[config.mk]
export PLATFORM = sky130hd
export DESIGN_NAME = prog_delay_line
export DESIGN_NICKNAME = d
export VERILOG_FILES = /design/src/rtl/dly_pkg.sv /design/src/rtl/dly_tap_chain.sv /design/src/rtl/dly_tap_sel.sv /design/src/rtl/dly_lane.sv /design/src/rtl/prog_delay_line.sv
export SDC_FILE = /design/constraint.sdc
export NUM_CORES = 1
export LEC_CHECK = 0
export ABC_AREA = 1
export BUFFER_PORTS_ARGS = -buffer_cell sky130_fd_sc_hd__buf_2
export CAP_MARGIN = 20
export CORE_MARGIN = 4
export CORE_UTILIZATION = 40
export DETAILED_ROUTE_END_ITERATION = 10
export SLEW_MARGIN = 20
export SYNTH_ARGS = -nofsm -noshare
export SYNTH_HDL_FRONTEND = slang
export SYNTH_HIERARCHICAL = 1
export SYNTH_SLANG_ARGS = --single-unit
[constraint.sdc]
create_clock -name clk -period 4.04 [get_ports clk]
set_clock_uncertainty 0.1 [all_clocks]
set_input_delay 0.808 -clock clk [delete_from_list [all_inputs] [get_ports clk]]
set_output_delay 0.808 -clock clk [all_outputs]
set_load 0.02 [all_outputs]
[src/rtl/dly_pkg.sv]
package dly_pkg;
  typedef enum logic {
    MODE_UNIFORM = 1'b0,
    MODE_SPLIT   = 1'b1
  } dly_mode_e;
endpackage

[src/rtl/dly_tap_chain.sv]
// Shift chain for one lane: tap t carries the lane input delayed by MIN_LEN-1+t edges.
module dly_tap_chain #(
  parameter int W       = 4,
  parameter int TAPS    = 16,
  parameter int MIN_LEN = 3
) (
  input  logic         clk,
  input  logic         rst,
  input  logic [W-1:0] d_in,
  output logic [W-1:0] tap [TAPS]
);
  localparam int REGS = MIN_LEN + TAPS - 2;

  logic [W-1:0] st_q [1:REGS];

  always_ff @(posedge clk) begin
    if (rst) begin
      for (int i = 1; i <= REGS; i++) st_q[i] <= '0;
    end else begin
      st_q[1] <= d_in;
      for (int i = 2; i <= REGS; i++) st_q[i] <= st_q[i-1];
    end
  end

  for (genvar t = 0; t < TAPS; t++) begin : g_tap
    if (MIN_LEN - 1 + t == 0) begin : g_direct
      assign tap[t] = d_in;
    end else begin : g_reg
      assign tap[t] = st_q[MIN_LEN - 1 + t];
    end
  end
endmodule

[src/rtl/dly_tap_sel.sv]
// 1-of-2**LW tap selector.
module dly_tap_sel #(
  parameter int W  = 4,
  parameter int LW = 4
) (
  input  logic [W-1:0]  tap [1 << LW],
  input  logic [LW-1:0] sel,
  output logic [W-1:0]  y
);
  always_comb y = tap[sel];
endmodule

[src/rtl/dly_lane.sv]
// One nibble lane: chain, selector, output register.
module dly_lane #(
  parameter int W       = 4,
  parameter int LW      = 4,
  parameter int MIN_LEN = 3
) (
  input  logic          clk,
  input  logic          rst,
  input  logic [W-1:0]  d_in,
  input  logic [LW-1:0] code,
  input  logic          fixed_max,
  output logic [W-1:0]  q
);
  localparam int TAPS = 1 << LW;

  logic [W-1:0]  tap [TAPS];
  logic [LW-1:0] sel_eff;
  logic [W-1:0]  picked;

  dly_tap_chain #(.W(W), .TAPS(TAPS), .MIN_LEN(MIN_LEN)) u_chain (
    .clk (clk),
    .rst (rst),
    .d_in(d_in),
    .tap (tap)
  );

  assign sel_eff = fixed_max ? LW'(TAPS - 1) : code;

  dly_tap_sel #(.W(W), .LW(LW)) u_sel (
    .tap(tap),
    .sel(sel_eff),
    .y  (picked)
  );

  always_ff @(posedge clk) begin
    if (rst) q <= '0;
    else     q <= picked;
  end

  // the last chain stage is empty right after a reset edge
  p_taps_clear_r1: assert property (@(posedge clk) rst |=> tap[TAPS-1] == '0)
    else $error("p_taps_clear_r1");

  // the fixed lane emits what sat one stage short of the end two edges before
  p_fixed_tap_r4: assert property (@(posedge clk) disable iff (rst)
      (fixed_max && !$past(rst)) |=> q == $past(tap[TAPS-2], 2))
    else $error("p_fixed_tap_r4");
endmodule

[src/rtl/prog_delay_line.sv]
module prog_delay_line
  import dly_pkg::*;
#(
  parameter int DW      = 8,
  parameter int LW      = 4,
  parameter int MIN_LEN = 3
) (
  input  logic          clk,
  input  logic          rst,
  input  logic [DW-1:0] din,
  input  logic [LW-1:0] len_code,
  input  logic          split_mode,
  output logic [DW-1:0] dout
);
  localparam int HW = DW / 2;

  logic [LW-1:0] code_q;
  dly_mode_e     mode_q;
  logic [1:0]    live_q;

  always_ff @(posedge clk) begin
    if (rst) begin
      code_q <= '0;
      mode_q <= MODE_UNIFORM;
      live_q <= '0;
    end else begin
      code_q <= len_code;
      mode_q <= dly_mode_e'(split_mode);
      if (live_q != 2'd3) live_q <= live_q + 2'd1;
    end
  end

  for (genvar g = 0; g < 2; g++) begin : g_lane
    logic fix;
    assign fix = (g == 0) && (mode_q == MODE_SPLIT);
    dly_lane #(.W(HW), .LW(LW), .MIN_LEN(MIN_LEN)) u_lane (
      .clk      (clk),
      .rst      (rst),
      .d_in     (din[g*HW +: HW]),
      .code     (code_q),
      .fixed_max(fix),
      .q        (dout[g*HW +: HW])
    );
  end

  // output reads zero after any reset edge
  p_reset_clears_r1: assert property (@(posedge clk) rst |=> dout == '0)
    else $error("p_reset_clears_r1");

  // a one-stage length increase in uniform mode repeats the last output
  p_repeat_on_grow_r6: assert property (@(posedge clk) disable iff (rst)
      (live_q == 2'd3 && mode_q == MODE_UNIFORM && $past(mode_q) == MODE_UNIFORM &&
       {1'b0, code_q} == {1'b0, $past(code_q)} + 1'b1)
      |=> dout == $past(dout))
    else $error("p_repeat_on_grow_r6");
endmodule

# [After elaboration in Yosys (flattened, before gate mapping)]
# Memory sizes are Yosys's and may differ from the RTL's.
# Index checks and enable logic that the tools add are counted.
[totals] out_inout_bits=8 in_bits=15 register_bits=13 ramBits=136 mem_bits_ro=0 mem_count=2 elab_cells=88 latchBits=0
[op_classes] div=0 multipliers=0 n_reduce_logical=0 bitwise_logic=36 muxes=44 add_sub_neg=0 n_lt_le_gt_ge=2 eq_ne=0 n_shift=0
[mem_list] name="g_lane[0].u_lane.u_chain.st_q" words=17 word_bits=4 read_ports=17 rd_ports_with_merged_regs=0 wr=17 line="dly_tap_chain.sv:14" text="logic [W-1:0] st_q [1:REGS];"
[mem_list] name="g_lane[1].u_lane.u_chain.st_q" words=17 word_bits=4 read_ports=17 rd_ports_with_merged_regs=0 wr=17 line="dly_tap_chain.sv:14"
[op_table] cell="2-to-1 mux 4 bit" n=39
[op_table] cell="bitwise OR 1 bit" n=34
[op_table] cell="binary-select mux 4 bit (select 4 bit)" n=2
[op_table] cell="greater-or-equal comparator 5 bit (second input constant)" n=2
[op_table] cell="inverter 4 -> 5 bit" n=2
[op_table] cell="2-to-1 mux 1 bit" n=3

# [Longest topological paths before layout]
[depth] ltp_word=5 mapped_depth=13

# [Hierarchy]
# The synthesis kept the hierarchy.
[by_module_without_submodules] module="dly_tap_chain" area_per_inst_um2=2411.1 cells_per_inst=276 n_inst=2 seq_area_each_um2=1361.3
[by_module_without_submodules] module="dly_tap_sel" area_per_inst_um2=854.6 cells_per_inst=195 n_inst=2 seq_area_each_um2=0.0
[by_module_without_submodules] module="dly_lane" area_per_inst_um2=143.9 cells_per_inst=21 n_inst=2 seq_area_each_um2=80.1
[by_module_without_submodules] module="prog_delay_line" area_per_inst_um2=141.4 cells_per_inst=16 n_inst=1 seq_area_each_um2=100.1

# [Least setup slack after synthesis]
# Ideal clock, no wire load.
[synth_timing] path_kind="input to register" start="input port rst" end="register g_lane[0].u_lane/u_chain/st_q[0][46] (netlist name)" setup_ns=0.112 path_buffers=3 stages=4 path_slack_ns=2.618 t_arrival_ns=1.210 path_cell_list="clkbuf_2 -> buf_6 -> buf_6 -> nor2_1"
[synth_rtl] element="start, declared" line="prog_delay_line.sv:9" text="input logic rst,"

# [Worst setup path in the final report]
[layout_timing] start="register mode_q (netlist: g_lane[0].fix)" end="register g_lane[0].u_lane.q[3]"
[layout_via] elab_chain_cells=5
[layout_rtl] element="start, declared" line="prog_delay_line.sv:18" text="dly_mode_e mode_q;"
[layout_rtl] element="start signal, assigned" line="prog_delay_line.sv:28" text="mode_q <= dly_mode_e'(split_mode);"
[layout_rtl] element="2-to-1 mux 4 bit" line="dly_lane.sv:27" text="assign sel_eff = fixed_max ? LW'(TAPS - 1) : code;"
[layout_rtl] element="via g_lane[0].u_lane.sel_eff[0]" line="dly_lane.sv:17" text="logic [LW-1:0] sel_eff;"
[layout_rtl] element="inverter 4 -> 5 bit (not written as such)" line="dly_tap_sel.sv:10" text="always_comb y = tap[sel];"
[layout_rtl] element="binary-select mux 4 bit (select 4 bit)" line="dly_tap_sel.sv:10"
[layout_rtl] element="2-to-1 mux 4 bit (not written as such) (2 in series)" line="dly_tap_sel.sv:10"
[layout_rtl] element="via g_lane[0].u_lane.picked[3]" line="dly_lane.sv:18" text="logic [W-1:0] picked;"
[layout_rtl] element="end signal, assigned" line="dly_lane.sv:37" text="else q <= picked;"
[layout_rtl] element="end, declared" line="dly_lane.sv:12" text="output logic [W-1:0] q"
# The timed path passes the listed nets, and every way through them passes these cells. The select of a mux whose other input is x is not followed.
# A chain may end at the register's enable or synchronous reset.

==> results_dict.tcl <==
set metrics [dict create \
    hold_buffers 0 \
    arrival_ns 2.39 \
    fillers 1816 \
    critical_path.max_fanout 32 \
    power_frac_comb 0.068 \
    leakage_nw 2.965 \
    syn_area_per_cell_um2 6.960 \
    drive_gt1_frac 0.06404 \
    reg2reg_slack_ns 1.90 \
    track_usage 0.1133 \
    first_global_vias 4016 \
    core_area_um2 16820 \
    area_growth_pct -4.368 \
    r2r_cells 12 \
    grt-ovfl-total 0 \
    avgViaCountPerCell 4.004 \
    p_sw_frac 0.2223 \
    seqPwrFrac 0.476 \
    required_ns 4.29 \
    insertedDiodeCount 0 \
    grt_pass1_wl_um 18220 \
    htreeDepth 4 \
    wire_per_inst_um 9.380 \
    ys_warn_count 6 \
    die_h_um 139.9 \
    row_count 47 \
    worstHoldPathType "reg2reg" \
    fmax_mhz 466.5 \
    synth_nets 1015 \
    whs_endpoint "g_lane[0].u_lane/u_chain/st_q[0][6]" \
    cts.repair.resized 0 \
    ys_seq_elements 149 \
    status "complete, no violations" \
    clock_tree.root_cell "clkbuf_16" \
    power_frac_clock 0.456 \
    vias 4444 \
    antenna_found_initial 0 \
    period_needed_ns 2.144 \
    initial_core_util 0.4139 \
    ant_nets 0 \
    die_w_um 139.9 \
    setup_tns_ns 0 \
    power.density_nw_per_um2 474.1 \
    crit_type "reg2reg" \
    nets 895 \
    io_buffers 22 \
    drv_cap 0 \
    path_clk_slew_ns 0.06 \
    internal_power_mw 2.455 \
    endpoint_kind "flop" \
    insertion_delay_ns 0.41 \
    rsz0062_at_grt "no" \
    clock_sinks 149 \
    firstDrtPassIters 4 \
    finalCritPeriodShare 0.5306 \
    synthDistinctLibCells 12 \
    reg2reg_from "g_lane[0].fix" \
    grt_max_degree 67 \
    min_path_cells 2 \
    drtIter0Drc 230 \
    ys_seq_area_frac 0.4285 \
    ir_drop_v 0.0003148 \
    place.gp.congestion 0.7253 \
    start_kind "flop" \
    relSlewSlack 0.4735 \
    finalHoldViolCount 0 \
    io_pins 23 \
    drv_slew 0 \
    cts_buffers 17 \
    dieArea_um2 19580 \
    post-layout-total-power_mw 3.156 \
    area.sequential_um2 2983 \
    dp_hpwl_um 6502 \
    cts_setup_buffers 0 \
    regToRegEndpoint "g_lane[0].u_lane/q[3]" \
    power.switching_mw 0.7015 \
    setup_viol 0 \
    timing_worst_slew_pin_value_ns 0.7879 \
    hold_start "g_lane[0].u_lane/u_chain/st_q[0][2]" \
    postSynthCellCount 1000 \
    drcViolationCount 0 \
    syn_area_um2 6960 \
    wl_um 10410 \
    multi_input_area_um2 1704 \
    cts_tree "yes" \
    clock_path_buffers 2 \
]
## power by group through the flow
stage	Clock (mW)	Sequential [mW]	Combinational [mW]
6_report	1.44	1.50	0.214
4_1_cts	1.49	1.50	0.217
3_5_place_dp	0	1.53	0.216
2_1_floorplan	0	1.54	0.190
5_1_grt	1.55	1.50	0.248
3_3_place_gp	0	1.53	0.215
## cells in the mapped netlist (all sizes together)
cell	number	area share
inv	263	0.14
nand2	176	0.095
buf	164	0.18
dfxtp	149	0.43
nor2	149	0.080
nand3	96	0.069
clkbuf	2	0.0014
conb	1	0.00054
## per-layer routing
| layer | share of wire | global-route usage |
|---|---|---|
| met4 | 0.019 | 0.05507 |
| met2 | 0.42 | 0.1747 |
| met1 | 0.52 | 0.1490 |
| met5 | 0 | 0 |
| met3 | 0.036 | 0.02761 |
## metrics by stage
stage          cell area (um^2)  cells    util  hold slack, ns  setup WS, ns
4_1_cts                    6656   1110  0.3958          0.3007         1.859
3_5_place_dp               6115   1081  0.3636          0.2925         1.868
3_3_place_gp               6115   1081  0.3636          0.2895         1.905
6_report                   6656   1110  0.3958          0.2961         1.896
2_1_floorplan              6960   1000       -          0.2883         2.618
5_1_grt                    6656   1110  0.3958          0.3163         1.601
## registers in the layout, summed over array words and instances, names as in the netlist
name and flops:
code_q 4, g_lane.u_lane/q 8, g_lane.fix 1, g_lane.u_lane/u_chain/st_q 136
## layout by cell type, fill, tap and decap left out
cell	instances
clkbuf_8	4
nor2_1	149
buf_4	6
clkbuf_1	3
bufinv_16	1
clkinv_2	4
buf_2	21
inv_6	2
inv_1	259
clkbuf_16	17
nand2_1	176
dfxtp_1	149
nand3_1	96
inv_4	2
conb_1	1
## worst max-delay path by stage
stage               cells after the start                              endpoint           from  slack [ns]
floorplan                               4  g_lane[0].u_lane/u_chain/st_q[0][46]            rst        2.62
global placement                       11                 g_lane[0].u_lane/q[3]  g_lane[0].fix        1.90
detailed placement                     11                 g_lane[0].u_lane/q[3]  g_lane[0].fix        1.87
CTS                                    12                 g_lane[0].u_lane/q[3]  g_lane[0].fix        1.86
global route                           11                 g_lane[0].u_lane/q[0]  g_lane[0].fix        1.60
finish                                 12                 g_lane[0].u_lane/q[3]  g_lane[0].fix        1.90
## cell families (layout without fill, tap and decap cells)
kind of cell	Yosys count	in the layout	share of synthesized area
buf+inv	429	319	0.3266
flops	149	149	0.4285
other cells	1	1	0.0005388
simple gates	421	421	0.2443
## cell type report
cell class              instances  area share
clock buffers                  24     0.07387
clock inverters                 5    0.007519
inverters                     263      0.1506
multi-input cells             422      0.2560
flip-flops and latches        149      0.4481
well taps                     220     0.04135
repair buffers                 27     0.02256
## worst max-delay path, cell delays in order (launching register included)
cell and delay, ns:
dfxtp_1 0.29, inv_1 0.09, nand2_1 0.47, buf_4 0.39, inv_6 0.20, nand2_1 0.08, nand2_1 0.07, nand2_1 0.05
nand3_1 0.09, nand3_1 0.09, nand2_1 0.07, inv_1 0.03, nor2_1 0.06
Note: power is estimated with default switching activity, not from simulation.
